==> config.mk <==
export PLATFORM = sky130hd
export DESIGN_NAME = pol_encoder
export DESIGN_NICKNAME = d
export VERILOG_FILES = /design/src/rtl/pol_enc_pkg.sv /design/src/rtl/pol_burst_enc.sv /design/src/rtl/pol_rate_norm.sv /design/src/rtl/pol_mant_div.sv /design/src/rtl/pol_encoder.sv
export SDC_FILE = /design/constraint.sdc
export NUM_CORES = 1
export LEC_CHECK = 0
export ABC_AREA = 1
export BUFFER_PORTS_ARGS = -buffer_cell sky130_fd_sc_hd__buf_2
export CAP_MARGIN = 25
export CORE_MARGIN = 8
export CORE_UTILIZATION = 30
export CTS_BUF_LIST = sky130_fd_sc_hd__clkbuf_2 sky130_fd_sc_hd__clkbuf_4 sky130_fd_sc_hd__clkbuf_8
export DETAILED_ROUTE_END_ITERATION = 6
export PLACE_DENSITY = 0.48
export SLEW_MARGIN = 20
export SYNTH_ARGS = -nofsm -noshare
export SYNTH_HDL_FRONTEND = slang
export SYNTH_SLANG_ARGS = --single-unit
==> constraint.sdc <==
create_clock -name clk -period 6 [get_ports clk]
set_input_delay 1.2 -clock clk [delete_from_list [all_inputs] [get_ports clk]]
set_output_delay 1.2 -clock clk [all_outputs]
set_load 0.01 [all_outputs]
==> src/rtl/pol_enc_pkg.sv <==
package pol_enc_pkg;
  localparam int unsigned EXP_W  = 5;
  localparam int unsigned MANT_W = 8;
  localparam int unsigned DIV_W  = 4;

  localparam longint unsigned UNIT = 64'd1000000;
  localparam longint unsigned LOW  = 64'd256000000;
  localparam longint unsigned HIGH = 64'd512000000;
  localparam int unsigned EXP_MAX  = 22;
  localparam int unsigned DIV_MAX  = 15;
  localparam int unsigned SCALE_SH = 6;   // x64
  localparam int unsigned REM_W    = 28;  // holds HIGH-LOW-1
  localparam int unsigned QBITS    = MANT_W;

  typedef enum logic [1:0] {
    ST_IDLE = 2'd0,
    ST_NORM = 2'd1,
    ST_DIV  = 2'd2,
    ST_DONE = 2'd3
  } enc_state_t;
endpackage

==> src/rtl/pol_burst_enc.sv <==
module pol_burst_enc
  import pol_enc_pkg::*;
#(
  parameter int unsigned BURST_W = 32
) (
  input  logic [BURST_W-1:0] burst,
  output logic [EXP_W-1:0]   exp_o,
  output logic [MANT_W-1:0]  mant_o
);
  localparam int unsigned LG_W = $clog2(BURST_W);

  logic [LG_W-1:0]    lg;
  logic [LG_W-1:0]    exp_cl;
  logic [LG_W-1:0]    shamt;
  logic [BURST_W-1:0] rem;
  logic               big;

  always_comb begin
    lg = '0;
    for (int i = 0; i < BURST_W; i++) begin
      if (burst[i]) lg = LG_W'(i);
    end
    rem    = (burst == '0) ? '0 : (burst ^ (BURST_W'(1) << lg));
    big    = |burst[BURST_W-1:8];
    exp_cl = (lg > LG_W'(EXP_MAX)) ? LG_W'(EXP_MAX) : lg;
    shamt  = exp_cl - LG_W'(8);
    exp_o  = big ? EXP_W'(exp_cl) : EXP_W'(lg);
    mant_o = big ? MANT_W'(rem >> shamt) : '0;
  end
endmodule

==> src/rtl/pol_rate_norm.sv <==
module pol_rate_norm
  import pol_enc_pkg::*;
#(
  parameter int unsigned RATE_W = 37,
  localparam int unsigned VAL_W = RATE_W + SCALE_SH
) (
  input  logic              clk,
  input  logic              rst_n,
  input  logic              load,
  input  logic [RATE_W-1:0] rate,
  output logic              settled,
  output logic [VAL_W-1:0]  val,
  output logic [DIV_W-1:0]  div_cnt,
  output logic [EXP_W-1:0]  exp_cnt
);
  logic             grow;
  logic             dbl_step;
  logic             hlv_step;
  logic [VAL_W-1:0] scaled;

  assign scaled   = {rate, SCALE_SH'(0)};
  assign dbl_step = grow && (val < VAL_W'(LOW)) && (div_cnt != DIV_W'(DIV_MAX));
  assign hlv_step = !grow && (val >= VAL_W'(HIGH)) && (exp_cnt <= EXP_W'(EXP_MAX));
  assign settled  = !dbl_step && !hlv_step;

  always_ff @(posedge clk or negedge rst_n) begin
    if (!rst_n) begin
      val     <= '0;
      grow    <= 1'b0;
      div_cnt <= '0;
      exp_cnt <= '0;
    end else if (load) begin
      val     <= scaled;
      grow    <= (scaled < VAL_W'(LOW));
      div_cnt <= '0;
      exp_cnt <= '0;
    end else if (dbl_step) begin
      val     <= val << 1;
      div_cnt <= div_cnt + 1'b1;
    end else if (hlv_step) begin
      val     <= val >> 1;
      exp_cnt <= exp_cnt + 1'b1;
    end
  end
endmodule

==> src/rtl/pol_mant_div.sv <==
module pol_mant_div
  import pol_enc_pkg::*;
#(
  parameter int unsigned VAL_W = 43
) (
  input  logic              clk,
  input  logic              rst_n,
  input  logic              start,
  input  logic [VAL_W-1:0]  val,
  output logic              last,
  output logic [MANT_W-1:0] quot
);
  localparam int unsigned K_W = $clog2(QBITS);

  logic             busy;
  logic [K_W-1:0]   k;
  logic [REM_W-1:0] rem;
  logic [REM_W-1:0] trial;
  logic [REM_W-1:0] num;

  always_comb begin
    if (val >= VAL_W'(HIGH))     num = REM_W'(UNIT * 255);
    else if (val < VAL_W'(LOW))  num = '0;
    else                         num = REM_W'(val - VAL_W'(LOW));
  end

  assign trial = REM_W'(UNIT) << k;
  assign last  = busy && (k == '0);

  always_ff @(posedge clk or negedge rst_n) begin
    if (!rst_n) begin
      busy <= 1'b0;
      k    <= '0;
      rem  <= '0;
      quot <= '0;
    end else if (start) begin
      busy <= 1'b1;
      k    <= K_W'(QBITS - 1);
      rem  <= num;
      quot <= '0;
    end else if (busy) begin
      if (rem >= trial) begin
        rem     <= rem - trial;
        quot[k] <= 1'b1;
      end
      if (k == '0) busy <= 1'b0;
      else         k    <= k - 1'b1;
    end
  end
endmodule

==> src/rtl/pol_encoder.sv <==
module pol_encoder
  import pol_enc_pkg::*;
#(
  parameter int unsigned RATE_W  = 37,
  parameter int unsigned BURST_W = 32
) (
  input  logic               clk,
  input  logic               rst_n,
  input  logic               in_valid,
  output logic               in_ready,
  input  logic [RATE_W-1:0]  rate_bps,
  input  logic [BURST_W-1:0] burst_bytes,
  output logic               out_valid,
  input  logic               out_ready,
  output logic [EXP_W-1:0]   rate_exp,
  output logic [MANT_W-1:0]  rate_mant,
  output logic [DIV_W-1:0]   rate_div,
  output logic [EXP_W-1:0]   burst_exp,
  output logic [MANT_W-1:0]  burst_mant
);
  localparam int unsigned VAL_W = RATE_W + SCALE_SH;

  enc_state_t        state;
  logic              accept;
  logic              settled;
  logic              div_start;
  logic              div_last;
  logic [VAL_W-1:0]  nval;
  logic [EXP_W-1:0]  exp_cnt;
  logic [EXP_W-1:0]  b_exp_c;
  logic [MANT_W-1:0] b_mant_c;

  assign in_ready  = (state == ST_IDLE);
  assign out_valid = (state == ST_DONE);
  assign accept    = in_valid && in_ready;
  assign div_start = (state == ST_NORM) && settled;

  pol_burst_enc #(.BURST_W(BURST_W)) u_burst (
    .burst (burst_bytes),
    .exp_o (b_exp_c),
    .mant_o(b_mant_c)
  );

  pol_rate_norm #(.RATE_W(RATE_W)) u_norm (
    .clk    (clk),
    .rst_n  (rst_n),
    .load   (accept),
    .rate   (rate_bps),
    .settled(settled),
    .val    (nval),
    .div_cnt(rate_div),
    .exp_cnt(exp_cnt)
  );

  pol_mant_div #(.VAL_W(VAL_W)) u_div (
    .clk  (clk),
    .rst_n(rst_n),
    .start(div_start),
    .val  (nval),
    .last (div_last),
    .quot (rate_mant)
  );

  assign rate_exp = (exp_cnt > EXP_W'(EXP_MAX)) ? EXP_W'(EXP_MAX) : exp_cnt;

  always_ff @(posedge clk or negedge rst_n) begin
    if (!rst_n) begin
      state      <= ST_IDLE;
      burst_exp  <= '0;
      burst_mant <= '0;
    end else begin
      unique case (state)
        ST_IDLE: if (accept) begin
          state      <= ST_NORM;
          burst_exp  <= b_exp_c;
          burst_mant <= b_mant_c;
        end
        ST_NORM: if (settled)   state <= ST_DIV;
        ST_DIV:  if (div_last)  state <= ST_DONE;
        ST_DONE: if (out_ready) state <= ST_IDLE;
        default: state <= ST_IDLE;
      endcase
    end
  end
endmodule

==> out/metrics.cfg, run 1 <==
[global_routing]
grt_pass1_wl_microns = 38900
grt_max_degree = 61
grt.overflow.total = 0
first_global_vias = 7562
antenna_found_initial = 5
grt_usage = 0.151

[placement]
hpwl_microns = 17600
portBuffers = 104
gp_congestion = 0.877
post_dp_cell_area_sq_um = 8570
place_ws_ns = 0.856
dp_cells = 1556

[critical_path]
worst_setup_path_start_kind = flip-flop
rr_startpoint = u_div.k[2]
startpoint = u_div.k[2]
r2r-end = u_div.rem[25]
r2r_setup_slack_ns = 0.83
end_kind = flip-flop
ff2ff_path_depth = 27
cp_data_required_time_ns = 6.31
crit_type = flip-flop to flip-flop
worstPathMaxFanout = 27
worstPathArrival_ns = 5.48

[finish]
fillers = 2813
area_delta_synth_final_pct = 14.1
layout.nets = 1343
final_area_sq_um = 8850
stdcell_count = 1578
drive_above_1_share = 0.126
fin_util = 0.344

[power_and_ir_drop]
power_density_nw_per_um2 = 504
total_power_mw = 4.46
peakVddDrop_mv = 0.195
p_leak_nw = 4.47

[sta]
skew_ns = 0.0156
fin_ws_ns = 0.830
drv_slew = 0
worst_pin_slew_ns = 0.792
period_needed_ns = 5.17
rsz0062_at_grt = false
setup_viol = 0
slew_headroom = 0.472
whs_ns = 0.484
setup_tns_ns = 0
fmax_ghz = 0.193
final.period_utilization = 0.862
hold_violations = 0

[detailed_routing]
final_antenna_net_count = 0
routed.top_layer = met5
wl_met2_microns = 10800
routed_via_density = 4.81
drt-initial-drc-count = 432
drc = 0
num_vias = 7584
firstDrtPassIters = 4
avgRoutedWirePerCell_microns = 14.7
wl_met3_microns = 960
wl_met1_microns = 11100
wirelength_microns = 23200

[floorplan]
core_sq_um = 25800
die_area_sq_um = 31300
fp-row-count = 59
die_h_microns = 177
initial_utilization = 0.301
fp.dieW_microns = 177
ios = 105

[synthesis]
synth_nets = 1266
synthFlopType = dfrtp_1
synthesis.area_sq_um = 7760
synthMuxAreaShare = 0
synth_edf_count = 0
synth.area.top_cells = dfrtp_1, nand2_1, o21ai_0
yosysWarnings = 0
synth_area_leader_cell = dfrtp_1
yosys.area_share.simple = 0.301
async_flop_share = 1.00
yosys.area_share.adder = 0.0580
synth.distinct_cells = 44
synth_top_area_frac = 0.329
synthCells = 1157
synth_seq_area_share = 0.329
ys_ff_latch = 102
syn_area_per_cell_sq_um = 6.71
synth-compound-area-share = 0.183
synth_top_family_by_area = simple AND/OR/NAND/NOR gates
synth_xor_area_frac = 0.0260

[clock_tree]
clock_sinks = 102
post_cts_buffers = 0
clk_latency_ns = 0.39
clkTransAtPathRegs_ns = 0.10
cts_buffers = 9
ctsResizeCount = 0
cts_tree = yes
cts_hold_buf = 0
cts_root_buf = clkbuf_8
htreeDepth = 3
clockBufferDepth = 2

[job]
drv_cap = 0

[status]
status = completed

[worst_hold_path]
whs_path_depth = 2
holdPathEnd = burst_mant[1]
worstHoldStart = burst_mant[1]
hp-class = flip-flop to flip-flop

[kinds of logic (layout without fill, tap and decap cells)]
| kind of cell | Yosys count | count (layout) |
|---|---|---|
| AO/OA/AOI/OAI | 233 | 233 |
| XOR/XNOR | 23 | 23 |
| adder cells (fa/ha/maj) | 36 | 36 |
| buffers and inverters | 209 | 291 |
| flip-flops | 102 | 102 |
| other | 0 | 4 |
| AND/OR/NAND/NOR | 554 | 554 |
[synthesized netlist by cell type, drive strengths merged, types with 19 or more instances]
| library cell | count |
|---|---|
| nand4 | 21 |
| a21oi | 34 |
| o21ai | 135 |
| nand2 | 299 |
| nor2 | 106 |
| inv | 159 |
| ha | 36 |
| nand3 | 102 |
| xor2 | 19 |
| clkbuf | 38 |
| o22ai | 20 |
| dfrtp | 102 |
[placed cells by master (no fill, tap or decap), types with 7 or more instances in the layout]
cell	count
nor3_1	10
o21ai_0	131
nor4_1	10
nor2_1	104
o22ai_1	20
a21oi_1	31
clkbuf_8	10
o211ai_1	7
nand2_1	295
nand3_1	102
nand4_1	21
dfrtp_1	102
o221ai_1	8
buf_4	9
inv_1	155
buf_2	103
ha_1	36
xor2_1	19
[worst max-delay path, cell delays in order (launching register included)]
cell and delay, ns:
dfrtp_1 0.67, clkinv_1 0.41, ha_1 0.33, inv_1 0.08
ha_1 0.24, nor2_2 0.14, o21bai_1 0.10, nand2_1 0.08
inv_2 0.05, nor2_4 0.10, o21bai_2 0.10, a21oi_4 0.20
o21bai_4 0.09, a21boi_4 0.19, o21ai_4 0.10, a21boi_4 0.17
o21bai_2 0.11, a21oi_4 0.16, o21bai_2 0.09, nand2_2 0.08
nand2_2 0.08, a21oi_4 0.16, o21ai_2 0.10, o21ai_4 0.24
nand2_2 0.33, inv_2 0.44, a21oi_1 0.10, a21oi_1 0.16
[area by class of cell]
type	instances	area, sq um	share of cell area
Multi-Input combinational cell	846	4410	0.498
Antenna cell	4	10.0	0.00113
Sequential cell	102	2550	0.288
Inverter	161	604	0.0682
Clock buffer	10	138	0.0155
Tap cell	335	419	0.0473
Timing Repair Buffer	114	631	0.0712
Clock inverter	6	92.6	0.0105
[metal layers]
layer | up-vias | global-route usage
met5 | - | 0
met4 | 2 | 0.0357
met3 | 20 | 0.0329
met2 | 136 | 0.248
met1 | 3464 | 0.200
li1 | 3962 | -
[worst max-delay path by stage]
stage / to / slack, ns / depth (start not counted)
CTS: u_div.rem[25] / 0.83 / 27
finish: u_div.rem[25] / 0.83 / 27
floorplan: u_div.rem[24] / 1.88 / 30
global placement: u_div.rem[25] / 1.08 / 27
global route: u_div.rem[25] / 0.34 / 27
detailed placement: u_div.rem[25] / 0.86 / 27
[registers in the layout, summed over array words and instances (netlist names)]
| name | cells |
|---|---|
| burst_exp | 5 |
| burst_mant | 8 |
| state | 2 |
| u_div.busy | 1 |
| u_div.k | 3 |
| u_div.quot | 8 |
| u_div.rem | 22 |
| u_norm.div_cnt | 4 |
| u_norm.exp_cnt | 5 |
| u_norm.grow | 1 |
| u_norm.val | 43 |
[report_power, final]
group / leakage [nW] / switching (mW) / internal [mW]
Combinational: 3.07 / 1.69 / 1.05
Clock: 0.109 / 0.260 / 0.249
Sequential: 1.29 / 0.219 / 0.989
No activity file was read; power rests on OpenSTA's default activity.
==> inputs of run 2 (changes only) <==
--- a/config.mk
+++ b/config.mk
@@ -12,7 +12,8 @@
 export CORE_UTILIZATION = 30
 export CTS_BUF_LIST = sky130_fd_sc_hd__clkbuf_2 sky130_fd_sc_hd__clkbuf_4 sky130_fd_sc_hd__clkbuf_8
 export DETAILED_ROUTE_END_ITERATION = 6
-export PLACE_DENSITY = 0.48
+export PLACE_DENSITY = 0.45
+export RECOVER_POWER = 50
 export SLEW_MARGIN = 20
 export SYNTH_ARGS = -nofsm -noshare
 export SYNTH_HDL_FRONTEND = slang
==> out/metrics.cfg, run 2 (synthesis results as in run 1) <==
[clock_tree]
post_cts_buffers = 0  ; unchanged
cts_hold_buf = 0  ; unchanged
clockBufferDepth = 2  ; unchanged
cts_root_buf = clkbuf_8  ; unchanged
cts_buffers = 9  ; unchanged
clkTransAtPathRegs_ns = 0.12  ; was 0.10 ns
clk_latency_ns = 0.40  ; was 0.39 ns
clock_sinks = 102  ; unchanged
htreeDepth = 3  ; unchanged
ctsResizeCount = 0  ; unchanged
cts_tree = yes  ; unchanged

[sta]
hold_violations = 0  ; unchanged
period_needed_ns = 5.09  ; was 5.17 ns
drv_slew = 105  ; was 0
slew_headroom = -0.587  ; was 0.472
fmax_ghz = 0.197  ; was 0.193 GHz
setup_tns_ns = 0  ; unchanged
final.period_utilization = 0.848  ; was 0.862
setup_viol = 0  ; unchanged
rsz0062_at_grt = false  ; unchanged
worst_pin_slew_ns = 2.38  ; was 0.792 ns
skew_ns = 0.0215  ; was 0.0156 ns

[power_and_ir_drop]
power_density_nw_per_um2 = 504  ; about the same
p_leak_nw = 4.36  ; was 4.47 nW
total_power_mw = 4.40  ; was 4.46 mW
peakVddDrop_mv = 0.205  ; was 0.195 mV

[job]
drv_cap = 2  ; was 0

[finish]
largest_reg_flops = 43  ; unchanged
fillers = 2899  ; was 2813
layout.nets = 1342  ; was 1343
drive_above_1_share = 0.106  ; was 0.126
largest-register = u_norm.val  ; unchanged
layout_common_cells = nand2_1, inv_1, o21ai_0  ; unchanged
area_delta_synth_final_pct = 12.5  ; was 14.1%
top_regs = u_norm.val: 43 flops, u_div.rem: 22 flops  ; unchanged
final_common_cell = nand2_1  ; unchanged

[placement]
portBuffers = 104  ; unchanged
gp_congestion = 0.853  ; was 0.877
hpwl_microns = 18200  ; was 17600 microns

[critical_path]
end_kind = flip-flop  ; unchanged
slowest_delay_ns = 0.67  ; about the same
cp_data_required_time_ns = 6.33  ; was 6.31 ns
worst_setup_path_start_kind = flip-flop  ; unchanged
crit_type = flip-flop to flip-flop  ; unchanged
slowest_stage = dfrtp_1  ; unchanged
worstPathMaxFanout = 27  ; unchanged
worstPathArrival_ns = 5.41  ; was 5.48 ns

[status]
status = finished with violations  ; was completed
violations = capacitance limit, slew limit

[global_routing]
grt_usage = 0.157  ; was 0.151
first_global_vias = 7902  ; was 7562
antenna_found_initial = 3  ; was 5
grt_max_degree = 62  ; was 61
grt.overflow.total = 0  ; unchanged
grt_pass1_wl_microns = 40000  ; was 38900 microns

[detailed_routing]
drt-initial-drc-count = 490  ; was 432
avgRoutedWirePerCell_microns = 15.3  ; was 14.7 microns
num_vias = 7713  ; was 7584
final_antenna_net_count = 0  ; unchanged
drc = 0  ; unchanged
routed_via_density = 4.90  ; was 4.81
wirelength_microns = 24000  ; was 23200 microns
firstDrtPassIters = 5  ; was 4

[floorplan]
die_area_sq_um = 31300  ; unchanged
core_sq_um = 25800  ; unchanged
ios = 105  ; unchanged
fp-row-count = 59  ; unchanged
die_h_microns = 177  ; unchanged
initial_utilization = 0.301  ; unchanged
fp.dieW_microns = 177  ; unchanged

[worst_hold_path]
hp-class = flip-flop to flip-flop  ; unchanged

==> run 2: changes by cell type in the layout (fill, tap and decap cells not counted), sizes merged <==
cell	before	now
buf	114	87
clkbuf	10	36
inv	160	163
bufinv	2	0
clkinvlp	2	0
diode	4	2
clkinv	3	4
==> run 2: worst max-delay path: cells and delay by family, from the launching register on <==
family | cells | cell delay (ns)
AO/OA/AOI/OAI | 15 | 2.03
adder cells (fa/ha/maj) | 2 | 0.57
buffers and inverters | 4 | 0.96
flip-flops | 1 | 0.67
AND/OR/NAND/NOR | 6 | 0.79
==> run 2: layer usage <==
layer,wire (microns),global-route usage,share of wire,up-vias
met3,874,0.0269,0.036,30
met2,10800,0.254,0.45,147
li1,-,-,-,3948
met4,513,0.0501,0.021,2
met1,11800,0.210,0.49,3586
met5,8,0,0.00033,-
==> run 2: power by group <==
| part | total [mW] | switching (mW) | internal (mW) |
|---|---|---|---|
| clock | 0.448 | 0.280 | 0.168 |
| sequential | 1.21 | 0.224 | 0.989 |
| combinational | 2.74 | 1.72 | 1.02 |
| total | 4.40 | 2.22 | 2.18 |
==> run 2: layout make-up <==
| class | count | area (sq um) | share of cell area |
|---|---|---|---|
| Tap cell | 335 | 419 | 0.0480 |
| Sequential cell | 102 | 2550 | 0.292 |
| Clock inverter | 6 | 62.6 | 0.00716 |
| Inverter | 161 | 604 | 0.0692 |
| Antenna cell | 2 | 5.00 | 0.000573 |
| Multi-Input combinational cell | 846 | 4410 | 0.505 |
| Timing Repair Buffer | 113 | 552 | 0.0632 |
| Clock buffer | 10 | 131 | 0.0150 |
==> run 2: stage by stage <==
step | setup slack, ns | instance area (sq um) | utilization | hold WS (ns) | cells
5_1_grt | 0.370 | 8730 | 0.339 | 0.528 | 1575
3_5_place_dp | 0.899 | 8570 | 0.333 | 0.462 | 1557
6_report | 0.914 | 8730 | 0.339 | 0.497 | 1575
4_1_cts | 0.872 | 8770 | 0.340 | 0.498 | 1573
2_1_floorplan | 1.88 | 7760 | - | 0.448 | 1157
3_3_place_gp | 1.07 | 8570 | 0.333 | 0.463 | 1557
==> run 2: path summary, 6_finish.rpt <==
| path | from | to | slack, ns | depth (start not counted) |
|---|---|---|---|---|
| max | u_div.k[2] | u_div.rem[25] | 0.91 | 27 |
| min | burst_mant[1] | burst_mant[1] | 0.50 | 2 |
| max reg2reg | u_div.k[2] | u_div.rem[25] | 0.91 | 27 |
| min reg2reg | burst_mant[1] | burst_mant[1] | 0.50 | 2 |
| max in group asynchronous | rst_n | u_norm.val[26] | 1.95 | 2 |
| min in group asynchronous | rst_n | u_div.k[1] | 1.52 | 1 |
==> inputs of run 3 (changes only) <==
--- a/config.mk
+++ b/config.mk
@@ -12,7 +12,7 @@
 export CORE_UTILIZATION = 30
 export CTS_BUF_LIST = sky130_fd_sc_hd__clkbuf_2 sky130_fd_sc_hd__clkbuf_4 sky130_fd_sc_hd__clkbuf_8
 export DETAILED_ROUTE_END_ITERATION = 6
-export PLACE_DENSITY = 0.45
+export PLACE_DENSITY = 0.47
 export RECOVER_POWER = 50
 export SLEW_MARGIN = 20
 export SYNTH_ARGS = -nofsm -noshare
==> constraint.sdc (replaced) <==
create_clock -name clk -period 4.5 [get_ports clk]
set_input_delay 0.9 -clock clk [delete_from_list [all_inputs] [get_ports clk]]
set_output_delay 0.9 -clock clk [all_outputs]
set_load 0.01 [all_outputs]
==> out/metrics.cfg, run 3 (synthesis results as in run 1) <==
[detailed_routing]
routed.top_layer = met5  ; unchanged
wl_met3_microns = 959  ; was 874 microns
wl_met1_microns = 11200  ; was 11800 microns
wirelength_microns = 23500  ; was 24000 microns
drt-initial-drc-count = 405  ; was 490
drc = 0  ; unchanged
firstDrtPassIters = 5  ; unchanged
wl_met2_microns = 11100  ; was 10800 microns
avgRoutedWirePerCell_microns = 14.8  ; was 15.3 microns
routed_via_density = 4.83  ; was 4.90
num_vias = 7638  ; was 7713
final_antenna_net_count = 0  ; unchanged

[clock_tree]
clock_sinks = 102  ; unchanged
clkTransAtPathRegs_ns = 0.10  ; was 0.12 ns
cts_buffers = 9  ; unchanged
cts_root_buf = clkbuf_8  ; unchanged
post_cts_buffers = 0  ; unchanged
htreeDepth = 3  ; unchanged
clk_latency_ns = 0.40  ; about the same
cts_tree = yes  ; unchanged
clockBufferDepth = 2  ; unchanged

[sta]
drv_slew = 44  ; was 105
setup_viol = 0  ; unchanged
setup_tns_ns = 0  ; unchanged
final.period_utilization = 0.913  ; was 0.848
slew_headroom = -0.613  ; was -0.587
fmax_ghz = 0.243  ; was 0.197 GHz
rsz0062_at_grt = false  ; unchanged
fin_ws_ns = 0.390  ; was 0.914 ns
hold_violations = 0  ; unchanged
period_needed_ns = 4.11  ; was 5.09 ns
skew_ns = 0.0157  ; was 0.0215 ns
worst_pin_slew_ns = 2.42  ; was 2.38 ns

[finish]
largest_reg_flops = 43  ; unchanged
layout_common_cells = nand2_1, inv_1, o21ai_0  ; unchanged
stdcell_count = 1583  ; was 1575
area_delta_synth_final_pct = 13.7  ; was 12.5%
fillers = 2885  ; was 2899
antenna_cells = 0  ; was 2
layout.nets = 1352  ; was 1342
final-seq-area_sq_um = 2550  ; about the same
top_regs = u_norm.val: 43 flops, u_div.rem: 22 flops  ; unchanged
largest-register = u_norm.val  ; unchanged
final_common_cell = nand2_1  ; unchanged
multi_input_area_sq_um = 4410  ; about the same
final_area_sq_um = 8830  ; was 8730 sq um
drive_above_1_share = 0.121  ; was 0.106

[critical_path]
worstPathArrival_ns = 4.43  ; was 5.41 ns
worst_setup_path_start_kind = flip-flop  ; unchanged
startpoint = u_div.k[1]  ; was u_div.k[2]
ff2ff_path_depth = 28  ; was 27
cp_data_required_time_ns = 4.82  ; was 6.33 ns
r2r-end = u_div.rem[25]  ; unchanged
end_kind = flip-flop  ; unchanged
slowest_delay_ns = 0.47  ; was 0.67 ns
rr_startpoint = u_div.k[1]  ; was u_div.k[2]
worstPathMaxFanout = 27  ; unchanged
crit_type = flip-flop to flip-flop  ; unchanged
slowest_stage = dfrtp_2  ; was dfrtp_1
r2r_setup_slack_ns = 0.39  ; was 0.91 ns
crit_end = u_div.rem[25]  ; unchanged

[floorplan]
ios = 105  ; unchanged
fp-row-count = 59  ; unchanged
die_area_sq_um = 31300  ; unchanged
initial_utilization = 0.301  ; unchanged
die_h_microns = 177  ; unchanged
core_sq_um = 25800  ; unchanged
fp.dieW_microns = 177  ; unchanged

[global_routing]
grt_pass1_wl_microns = 39000  ; was 40000 microns
grt.overflow.total = 0  ; unchanged
grt_usage = 0.152  ; was 0.157
antenna_found_initial = 2  ; was 3
grt_max_degree = 57  ; was 62
first_global_vias = 7604  ; was 7902

[power_and_ir_drop]
pwr-share-clk = 0.098  ; was 0.102
peakVddDrop_mv = 0.295  ; was 0.205 mV
switching_share = 0.495  ; was 0.505
p_leak_nw = 4.43  ; was 4.36 nW
p_comb_frac = 0.632  ; was 0.623
power_density_nw_per_um2 = 665  ; was 504 nW/um^2
internal-power_mw = 2.96  ; was 2.18 mW
switchingPower_mw = 2.90  ; was 2.22 mW
seq_power_share = 0.270  ; was 0.276
total_power_mw = 5.87  ; was 4.40 mW

[placement]
gp_congestion = 0.863  ; was 0.853
place_ws_ns = 0.130  ; was 0.899 ns
portBuffers = 104  ; unchanged
hpwl_microns = 18000  ; was 18200 microns
post_dp_cell_area_sq_um = 8660  ; was 8570 sq um
dp_cells = 1567  ; was 1557

[worst_hold_path]
hp-class = flip-flop to flip-flop  ; unchanged

[status]
status = finished with violations  ; unchanged
violations = capacitance limit, slew limit  ; unchanged

[job]
drv_cap = 1  ; was 2

-- run 3: changes by cell type in the layout (fill, tap and decap cells not counted), moves of 2 or more --
cell | previous run | this run
diode_2 | 2 | 0
buf_4 | 7 | 14
clkbuf_1 | 25 | 17
buf_2 | 80 | 88
-- run 3: worst min path at each step --
stage	from	endpoint	slack (ns)	cells past startpoint
final	burst_mant[2]	burst_mant[2]	0.49	2
after global routing	burst_mant[2]	burst_mant[2]	0.52	2
after CTS	burst_mant[2]	burst_mant[2]	0.49	2
after detailed placement	burst_mant[2]	burst_mant[2]	0.46	2
after global placement	u_div.rem[9]	u_div.rem[9]	0.46	2
after floorplan	u_div.rem[17]	u_div.rem[17]	0.45	2
-- run 3: per-layer routing --
layer | track usage | up-vias
met4 | 0.0266 | 4
met5 | 0 | -
met1 | 0.199 | 3502
met3 | 0.0329 | 20
li1 | - | 3971
met2 | 0.257 | 141
-- run 3: layout make-up --
cell class / instances / area share
Clock buffer: 10 / 0.0149
Clock inverter: 6 / 0.00609
Inverter: 161 / 0.0687
Multi-Input combinational cell: 846 / 0.500
Sequential cell: 102 / 0.289
Tap cell: 335 / 0.0475
Timing Repair Buffer: 123 / 0.0741
-- run 3: per-stage QoR --
| step | util | hold slack (ns) |
|---|---|---|
| floorplan | - | 0.448 |
| global placement | 0.336 | 0.464 |
| detailed placement | 0.336 | 0.464 |
| CTS | 0.343 | 0.492 |
| global route | 0.343 | 0.518 |
| finish | 0.343 | 0.486 |
-- run 3: repair_timing --
action,4_1_cts,5_1_grt
gates resized for setup,0,7
setup endpoints to repair,0,29
hold buffers,0,0
-- run 3: power groups by stage --
stage / clock network (mW) / logic (mW) / registers (mW)
floorplan: 0 / 2.84 / 1.57
global placement: 0 / 3.72 / 1.60
detailed placement: 0 / 3.74 / 1.60
CTS: 0.611 / 3.76 / 1.58
global route: 0.651 / 4.27 / 1.64
finish: 0.576 / 3.71 / 1.58
-- run 3: critical path, delay by kind of cell, from the launching register on --
kind,cells,cell delay (ns)
buffers and inverters,4,0.46
adder cells (fa/ha/maj),3,0.68
AND/OR/NAND/NOR,6,0.56
AO/OA/AOI/OAI,15,1.87
flip-flops,1,0.47
